===== src/rtl/trip_meter_pkg.sv =====
package trip_meter_pkg;
  typedef logic [3:0] bcd_t;
  localparam int unsigned DEC_MAX      = 9;
  localparam int unsigned MIN_TENS_MAX = 5;
  localparam int unsigned DIST_DIGITS  = 3;
  localparam int unsigned WAIT_DIGITS  = 2;
endpackage


===== src/rtl/trip_edge_sync.sv =====
module trip_edge_sync #(
  parameter int unsigned STAGES = 2
) (
  input  logic clk,
  input  logic rst_n,
  input  logic din,
  output logic rise
);
  logic [STAGES-1:0] sync_q;
  logic              last_q;

  generate
    if (STAGES == 1) begin : g_single
      always_ff @(posedge clk or negedge rst_n) begin
        if (!rst_n) sync_q <= '0;
        else        sync_q <= din;
      end
    end else begin : g_chain
      always_ff @(posedge clk or negedge rst_n) begin
        if (!rst_n) sync_q <= '0;
        else        sync_q <= {sync_q[STAGES-2:0], din};
      end
    end
  endgenerate

  always_ff @(posedge clk or negedge rst_n) begin
    if (!rst_n) last_q <= 1'b0;
    else        last_q <= sync_q[STAGES-1];
  end

  assign rise = sync_q[STAGES-1] & ~last_q;

  // a detected rise lasts exactly one cycle
  a_r1_single_rise: assert property (@(posedge clk) disable iff (!rst_n)
    rise |=> !rise);
endmodule


===== src/rtl/trip_bcd_digit.sv =====
module trip_bcd_digit
  import trip_meter_pkg::*;
#(
  parameter int unsigned MAX = 9
) (
  input  logic clk,
  input  logic rst_n,
  input  logic clr,
  input  logic inc,
  output bcd_t val,
  output logic wrap
);
  localparam bcd_t TOP = bcd_t'(MAX);

  assign wrap = inc && (val == TOP);

  always_ff @(posedge clk or negedge rst_n) begin
    if (!rst_n)    val <= '0;
    else if (clr)  val <= '0;
    else if (inc)  val <= wrap ? '0 : val + 4'd1;
  end

  // a digit never leaves its range
  a_r6_digit_range: assert property (@(posedge clk) disable iff (!rst_n)
    val <= TOP);
endmodule


===== src/rtl/trip_distance_wait_meter.sv =====
module trip_distance_wait_meter
  import trip_meter_pkg::*;
#(
  parameter int unsigned SYNC_STAGES = 2,
  parameter int unsigned FREE_KM     = 2,
  parameter int unsigned FREE_MIN    = 2
) (
  input  logic       clk,
  input  logic       rst_n,
  input  logic       trip_on,
  input  logic       wait_mode,
  input  logic       dist_pulse_in,
  input  logic       minute_tick_in,
  output logic [3:0] dist_tenths,
  output logic [3:0] dist_km_ones,
  output logic [3:0] dist_km_tens,
  output logic [3:0] wait_min_ones,
  output logic [3:0] wait_min_tens,
  output logic       dist_rate_en,
  output logic       wait_rate_en,
  output logic       km_done,
  output logic       min_done
);
  localparam logic [9:0] FREE_TENTHS_V = 10'(FREE_KM * 10);
  localparam logic [5:0] FREE_MIN_V    = 6'(FREE_MIN);

  logic dist_rise, tick_rise;
  logic dist_inc, wait_inc, clr;
  logic [DIST_DIGITS:0] dist_carry;
  logic [WAIT_DIGITS:0] wait_carry;
  bcd_t dist_dig [DIST_DIGITS];
  bcd_t wait_dig [WAIT_DIGITS];
  logic [9:0] dist_total;
  logic [5:0] wait_total;
  logic dist_over, wait_over, wait_at_free;
  logic dist_used_q, wait_used_q, km_done_q, min_done_q;

  trip_edge_sync #(.STAGES(SYNC_STAGES)) u_dist_sync (
    .clk(clk), .rst_n(rst_n), .din(dist_pulse_in), .rise(dist_rise));
  trip_edge_sync #(.STAGES(SYNC_STAGES)) u_tick_sync (
    .clk(clk), .rst_n(rst_n), .din(minute_tick_in), .rise(tick_rise));

  assign clr      = ~trip_on;
  assign dist_inc = trip_on & ~wait_mode & dist_rise;
  assign wait_inc = trip_on &  wait_mode & tick_rise;
  assign dist_carry[0] = dist_inc;
  assign wait_carry[0] = wait_inc;

  generate
    for (genvar g = 0; g < DIST_DIGITS; g++) begin : g_dist
      trip_bcd_digit #(.MAX(DEC_MAX)) u_digit (
        .clk(clk), .rst_n(rst_n), .clr(clr), .inc(dist_carry[g]),
        .val(dist_dig[g]), .wrap(dist_carry[g+1]));
    end
    for (genvar g = 0; g < WAIT_DIGITS; g++) begin : g_wait
      trip_bcd_digit #(.MAX((g == WAIT_DIGITS-1) ? MIN_TENS_MAX : DEC_MAX)) u_digit (
        .clk(clk), .rst_n(rst_n), .clr(clr), .inc(wait_carry[g]),
        .val(wait_dig[g]), .wrap(wait_carry[g+1]));
    end
  endgenerate

  always_comb begin
    dist_total = 10'(dist_dig[2]) * 10'd100 + 10'(dist_dig[1]) * 10'd10
               + 10'(dist_dig[0]);
    wait_total = 6'(wait_dig[1]) * 6'd10 + 6'(wait_dig[0]);
  end

  assign dist_over    = dist_total > FREE_TENTHS_V;
  assign wait_over    = wait_total > FREE_MIN_V;
  assign wait_at_free = wait_total >= FREE_MIN_V;

  always_ff @(posedge clk or negedge rst_n) begin
    if (!rst_n) begin
      dist_used_q <= 1'b0;
      wait_used_q <= 1'b0;
      km_done_q   <= 1'b0;
      min_done_q  <= 1'b0;
    end else if (clr) begin
      dist_used_q <= 1'b0;
      wait_used_q <= 1'b0;
      km_done_q   <= 1'b0;
      min_done_q  <= 1'b0;
    end else begin
      dist_used_q <= dist_used_q | dist_over | dist_carry[DIST_DIGITS];
      wait_used_q <= wait_used_q | wait_over | wait_carry[WAIT_DIGITS];
      km_done_q   <= dist_carry[1] & (dist_used_q | dist_over);
      min_done_q  <= wait_inc & (wait_used_q | wait_at_free);
    end
  end

  assign dist_tenths   = dist_dig[0];
  assign dist_km_ones  = dist_dig[1];
  assign dist_km_tens  = dist_dig[2];
  assign wait_min_ones = wait_dig[0];
  assign wait_min_tens = wait_dig[1];
  assign dist_rate_en  = trip_on & ~wait_mode & (dist_used_q | dist_over);
  assign wait_rate_en  = trip_on &  wait_mode & (wait_used_q | wait_over);
  assign km_done       = km_done_q;
  assign min_done      = min_done_q;

  // a low trip_on empties the meter on the next edge
  a_r2_clear_all: assert property (@(posedge clk) disable iff (!rst_n)
    !trip_on |=> (dist_tenths == 4'd0 && dist_km_ones == 4'd0 &&
                  dist_km_tens == 4'd0 && wait_min_ones == 4'd0 &&
                  wait_min_tens == 4'd0 && !km_done && !min_done));
  // wait mode freezes the distance
  a_r3_wait_holds_distance: assert property (@(posedge clk) disable iff (!rst_n)
    (trip_on && wait_mode) |=> $stable({dist_km_tens, dist_km_ones, dist_tenths}));
  // driving freezes the waiting count
  a_r4_drive_holds_wait: assert property (@(posedge clk) disable iff (!rst_n)
    (trip_on && !wait_mode) |=> $stable({wait_min_tens, wait_min_ones}));
  // tenths wrap and kilometre carry on one edge
  a_r5_tenth_carry: assert property (@(posedge clk) disable iff (!rst_n)
    (dist_inc && dist_tenths == 4'd9) |=>
      (dist_tenths == 4'd0 && {dist_km_tens, dist_km_ones} != $past({dist_km_tens, dist_km_ones})));
  // strobes never coincide, and a km strobe only beyond the allowance
  a_r10_strobe_exclusive: assert property (@(posedge clk) disable iff (!rst_n)
    $onehot0({km_done, min_done}));
  a_r10_km_beyond_free: assert property (@(posedge clk) disable iff (!rst_n)
    km_done |-> (dist_used_q || dist_over));
endmodule


===== config.mk =====
export PLATFORM = sky130hd
export DESIGN_NAME = trip_distance_wait_meter
export DESIGN_NICKNAME = d
export VERILOG_FILES = /design/src/rtl/trip_meter_pkg.sv /design/src/rtl/trip_edge_sync.sv /design/src/rtl/trip_bcd_digit.sv /design/src/rtl/trip_distance_wait_meter.sv
export SDC_FILE = /design/constraint.sdc
export NUM_CORES = 1
export LEC_CHECK = 0
export ABC_AREA = 1
export BUFFER_PORTS_ARGS = -buffer_cell sky130_fd_sc_hd__buf_2
export CAP_MARGIN = 0
export CORE_MARGIN = 10
export CORE_UTILIZATION = 50
export CTS_BUF_LIST = sky130_fd_sc_hd__clkbuf_8
export DETAILED_ROUTE_END_ITERATION = 6
export HOLD_SLACK_MARGIN = 0.03
export PLACE_DENSITY = 0.73
export SLEW_MARGIN = 20
export SYNTH_ARGS = -nofsm -noshare
export SYNTH_HDL_FRONTEND = slang
export SYNTH_SLANG_ARGS = --single-unit
export TNS_END_PERCENT = 100

===== constraint.sdc =====
create_clock -name clk -period 3.55 [get_ports clk]
set_input_delay 0.71 -clock clk [delete_from_list [all_inputs] [get_ports clk]]
set_output_delay 0.71 -clock clk [all_outputs]
set_load 0.005 [all_outputs]

**After elaboration in Yosys (flattened, before gate mapping)**

Index checks and enable logic that the tools add are counted.

- Magnitude comparators: 3
- Add/sub/neg operators: 8
- Reductions and logical operators: 5
- Bitwise logic cells: 18
- Multiply operators: 3
- Multiplexer cells: 19
- Eq/ne operators: 10

Operators by type and width:

| operator | number |
|---|---|
| $mux 4 | 15 |
| $add 4x1->4 const B | 5 |
| $eq 4x4->1 const B | 4 |
| $add 10x4->10 | 1 |
| $add 10x8->10 | 1 |
| $and 1x1->1 | 10 |
| $gt 10x5->1 const B | 1 |
| $ne 2x1->1 const B | 5 |
| $mul 4x5->8 const B | 1 |
| $mul 4x3->7 const B | 1 |
| $add 6x4->6 | 1 |
| $ge 6x2->1 const B | 1 |
| $gt 6x2->1 const B | 1 |
| $logic_and 1x1->1 | 5 |
| $mul 4x3->5 const B | 1 |
| $or 1x1->1 | 5 |
| $eq 4x3->1 const B | 1 |
| $mux 1 | 4 |
| $not 1->1 | 3 |

- Input bits: 6
- Register bits: 30
- Word-level logic and storage cells: 79
- Output and inout bits: 24

**Depth between registers and ports, before layout**

- Word-level depth: 9
- Depth in mapped cells: 16
- Mapped depth without buffers: 16

**By module**

A second synthesis with hierarchy kept.

- Cells, all modules: 377
- Area total of the unflattened synthesis: 2766.4 um2

By module, submodules not included:

| module | instances | cells an instance | seq. area each (um2) | area an instance (um2) |
|---|---|---|---|---|
| trip_distance_wait_meter | 1 | 178 | 100.1 | 1232.4 |
| trip_bcd_digit (g_dist[0].u_digit ...) | 4 | 38 | 100.1 | 274.0 |
| trip_bcd_digit (g_wait[1].u_digit) | 1 | 37 | 100.1 | 267.8 |
| trip_edge_sync | 2 | 5 | 75.1 | 85.1 |

**Worst setup path after synthesis**

No wires, ideal clock.

- Kind: reg2out
- From: register g_dist[1].u_digit.val[1]
- To: output dist_rate_en
- Path slack: 0.104 ns
- Data required time: 2.840 ns
- Buffers on the path: 0
- Data arrival time: 2.736 ns
- Stages on the path, launching flop included: 16
- Cell sequence: dfrtp_1 -> ha_1 -> ha_1 -> fa_1 -> xor2_1 -> ha_1 -> ha_1 -> nand2_1 -> nand2_1 -> a21oi_1 -> nand2_1 -> nand2_1 -> nand2_1 -> nand2_1 -> nor2_1 -> nor2_1

- Cells in the longest elaborated chain, start to end: 6

RTL lines:

| what | RTL line | source |
|---|---|---|
| start: declaration | trip_bcd_digit.sv:10 | `output bcd_t val,` |
| start signal: assignment | trip_bcd_digit.sv:20 | `else if (inc) val <= wrap ? '0 : val + 4'd1;` |
| $mul 4x3->7 | trip_distance_wait_meter.sv:63 | `dist_total = 10'(dist_dig[2]) * 10'd100 + 10'(dist_dig[1]) * 10'd10` |
| $add 10x8->10 | trip_distance_wait_meter.sv:63 |  |
| $add 10x4->10 | trip_distance_wait_meter.sv:64 | `+ 10'(dist_dig[0]);` |
| $gt 10x5->1 | trip_distance_wait_meter.sv:68 | `assign dist_over = dist_total > FREE_TENTHS_V;` |
| $or 1x1->1 | trip_distance_wait_meter.sv:96 | `assign dist_rate_en = trip_on & ~wait_mode & (dist_used_q \| dist_over);` |
| $and 1x1->1 | trip_distance_wait_meter.sv:96 |  |
| end: declaration | trip_distance_wait_meter.sv:19 | `output logic dist_rate_en,` |

Every way passes these cells.

**Worst setup path in the final report**

Same ends and word-level chain as after synthesis.

==> impl_metrics.yaml <==
yosys:
  yosys-top-cells-area: "dfrtp_1 30%, ha_1 19%, nand2_1 11%"
  synth-adder-area-share_pct: 23.9
  synth_top_family_by_area: "simple AND/OR/NAND/NOR gates"
  yosys-top-cells-count: "76 x nand2_1, 54 x inv_1, 38 x ha_1"
  post_synth_and_or_nand_nor_area_fraction_pct: 25.7
  ys_types: 29
  yosysTopAreaCell: "dfrtp_1"
  async_flop_share_pct: 100
  synthFlopType: "dfrtp_1"
  synth_edf_count: 0
  yosysWarnings: 0
  netlist_instances: 313
  syn-num-nets: 363
  synth-seq-cells: 30
  muxShareOfSynthArea_pct: 0.402
  ys_seq_area_share_pct: 30.1
  synth_top_area_share_pct: 30.1
  synth.cell_area_um2: 2490
  synth.avg_cell_area_um2: 7.96
  synth_xor_area_share_pct: 3.87
  synth.most_common_cell: "nand2_1"
  synth_compound_area_share_pct: 6.63
cells_and_area:
  seqCellArea_um2: 751
  fin_cells: 434
  area_delta_synth_final_pct: 26.3
  diodes: 0
  final_core_util_pct: 65.7
  final_nets: 416
  layout-drive-gt1-share_pct: 27.0
  n_fill_cell: 419
  multiInputGateArea_um2: 1700
  stdcell_area_um2: 3150
placement:
  port-buffer-count: 29
  post-place-cells: 422
  hpwl_mm: 4.41
  routabilityCongestion: 0.878
  dpl-instance-area_um2: 2820
global_route:
  antenna_found_initial: 0
  grt_max_degree: 31
  grt_pass1_wl_mm: 9.99
  grt_overflow_total: 0
  first_global_vias: 2255
  grtUsageTotal_pct: 14.4
power_and_ir_drop:
  power.switching_uw: 164
  pwr-share-clk_pct: 47.1
  peakVddDrop_mv: 0.253
  p_int_uw: 562
  switching_share_pct: 22.6
  p_leak_nw: 1.75
  power_density_nw_per_um2: 231
  pwr-share-comb_pct: 4.6
  power_frac_seq_pct: 48.3
die:
  die_w_um: 90.6
  core.rowCount: 25
  io_pins: 30
  start_util_pct: 52.1
  dieArea_um2: 8210
  die_y_um: 90.6
  coreArea_um2: 4790
routing:
  drt_first_pass_iters: 4
  ant_nets: 0
  post-route-drc-count: 0
  viasPerCell: 5.03
  finalWirelength_mm: 5.74
  via_count: 2184
  drt_first_iter_violations: 85
  wire_per_inst_um: 13.2
worst_setup_path:
  cp_max_fo: 4
  crit_type: "flop to primary output"
  path_cells: "ha_4 > ha_4 > fa_2 > xor2_1 > ha_1 > ha_4 > nand2_4 > nor2_4 > nand2_2 > nand3_2 > nand2_1 > nand2_1 > nand2_2 > nor2_4 > nor2_2 > buf_2"
  r2r_slack_ns: 0.46
  slowest_delay_ns: 0.41
  crit_required_ns: 2.84
  endpoint_kind: "primary output"
  arrival_ns: 3.06
  r2r_end: "km_done"
  cpMaxStageDelayCell: "dfrtp_1"
  cpMostUsedCell: "ha_4"
  crit_path_start_kind: "flop"
  r2r_cells: 18
  r2r-start: "g_dist[1].u_digit.val[1]"
clock_network:
  cts_sinks: 30
  clk_path_buf_depth: 2
  cts.clk_slew.worst_paths_ns: 0.07
  cts_buffers: 5
  clock_latency_ns: 0.28
  cts_root_buf: "clkbuf_8"
  htreeDepth: 2
  tritoncts: "done"
sta:
  max_clock_freq_ghz: 0.265
  fin_crit_sh_pct: 106
  rsz0062_at_grt: "yes"
  tightest_slew_ns: 0.688
  finalWorstSetupSlack_ns: -0.220
  finalHoldViolations: 0
  clock_skew_ns: 0.00199
  report.final.slew_viol_count: 0
  setup_viol: 1
  period_minus_slack_ns: 3.77
  relSlewSlack_pct: 54.2
  whs_ns: 0.350
run_status:
  status: "complete, but fails checks"
  violations: "negative setup slack"
flow_run:
  drv_cap: 0
min_path:
  hold_path_class: "flop to flop"
  worstHoldStart: "u_tick_sync.sync_q[0]"
  hold-path-endpoint: "u_tick_sync.sync_q[1]"
  hold_depth: 0
==> power by group through the flow <==
stage	combinational (mW)	sequential (mW)	clock, mW
finish	0.0335	0.351	0.342
global route	0.0388	0.352	0.366
global placement	0.0332	0.358	0
CTS	0.0345	0.351	0.350
detailed placement	0.0344	0.358	0
floorplan	0.0188	0.357	0
==> state kept, by name, summed over array words and instances (netlist names) <==
signal,count
u_dist_sync.sync_q,2
u_tick_sync.last_q,1
dist_used_q,1
km_done,1
u_tick_sync.sync_q,2
g_wait.u_digit.val,8
g_dist.u_digit.val,12
wait_used_q,1
u_dist_sync.last_q,1
min_done,1
==> layout by cell type (no fill, tap or decap) <==
cell,instances
clkbuf_8,5
clkinv_1,1
a21oi_2,4
xnor2_1,1
a21oi_1,5
o21ai_4,1
buf_2,29
inv_2,5
mux2i_1,1
nor2_4,3
bufinv_16,1
nor2_1,9
o21ai_0,9
xor2_1,10
ha_4,10
nand4_1,10
nor3_1,3
o22ai_1,7
buf_4,19
nand2_2,7
dfrtp_1,30
ha_1,28
nand3_1,27
nand3_2,2
nor2_2,6
nand2_1,68
o21bai_1,1
clkinv_2,2
nor3_4,1
nand2_4,3
nor3b_1,1
inv_1,52
fa_2,1
fa_1,5
==> per-layer routing <==
layer / up-vias / share of wire (%) / track usage [%]
met4: 0 / 0.94 / 3.85
met2: 43 / 48 / 23.9
li1: 1117 / - / -
met5: - / 0 / 0
met1: 1018 / 46 / 17.6
met3: 6 / 5.3 / 4.16
==> worst max path at each step <==
stage,start,endpoint,depth (start not counted)
3_3_place_gp,g_dist[1].u_digit.val[1],dist_rate_en,16
2_1_floorplan,g_dist[1].u_digit.val[1],dist_rate_en,15
5_1_grt,g_dist[1].u_digit.val[1],dist_rate_en,16
4_1_cts,g_dist[1].u_digit.val[3],dist_rate_en,16
3_5_place_dp,g_dist[1].u_digit.val[1],dist_rate_en,16
6_report,g_dist[1].u_digit.val[1],dist_rate_en,16
==> per-stage QoR <==
step / TNS [ns] / setup WS, ns / power [mW]
final: -0.220 / -0.220 / 0.727
after floorplan: 0 / 0.104 / 0.376
after global routing: -0.384 / -0.384 / 0.757
after CTS: -0.239 / -0.239 / 0.736
after detailed placement: -0.0780 / -0.0780 / 0.392
after global placement: -0.00605 / -0.00605 / 0.391
==> logic make-up (layout without fill, tap and decap cells) <==
logic type               count (synthesis)  after routing
AO/OA/AOI/OAI                           27             27
XOR/XNOR                                11             11
adder cells (fa/ha/maj)                 44             44
buffers and inverters                   60            114
flip-flops                              30             30
multiplexers                             1              1
AND/OR/NAND/NOR                        140            140
==> final cells by class <==
cell class | instances | area share, %
Multi-Input combinational cell | 223 | 53.9
Sequential cell | 30 | 23.9
Timing Repair Buffer | 48 | 9.15
Inverter | 58 | 6.92
Tap cell | 67 | 2.67
Clock buffer | 5 | 2.19
Clock inverter | 3 | 1.27
==> critical path, delay by kind of cell, from the launching register on <==
kind / cells / cell delay (ns)
simple gates: 9 / 0.67
xor+xnor: 1 / 0.15
fa+ha+maj: 5 / 1.42
flops: 1 / 0.41
buf+inv: 1 / 0.12
==> what timing repair did <==
item | CTS | global route
setup buffers | 3 | 1
endpoints found under the hold margin | 0 | 0
endpoints found under the setup margin | 1 | 1
pin swaps | 13 | 21
hold buffers | 0 | 0
resized for setup | 14 | 20
No activity file was read; power rests on OpenSTA's default activity.
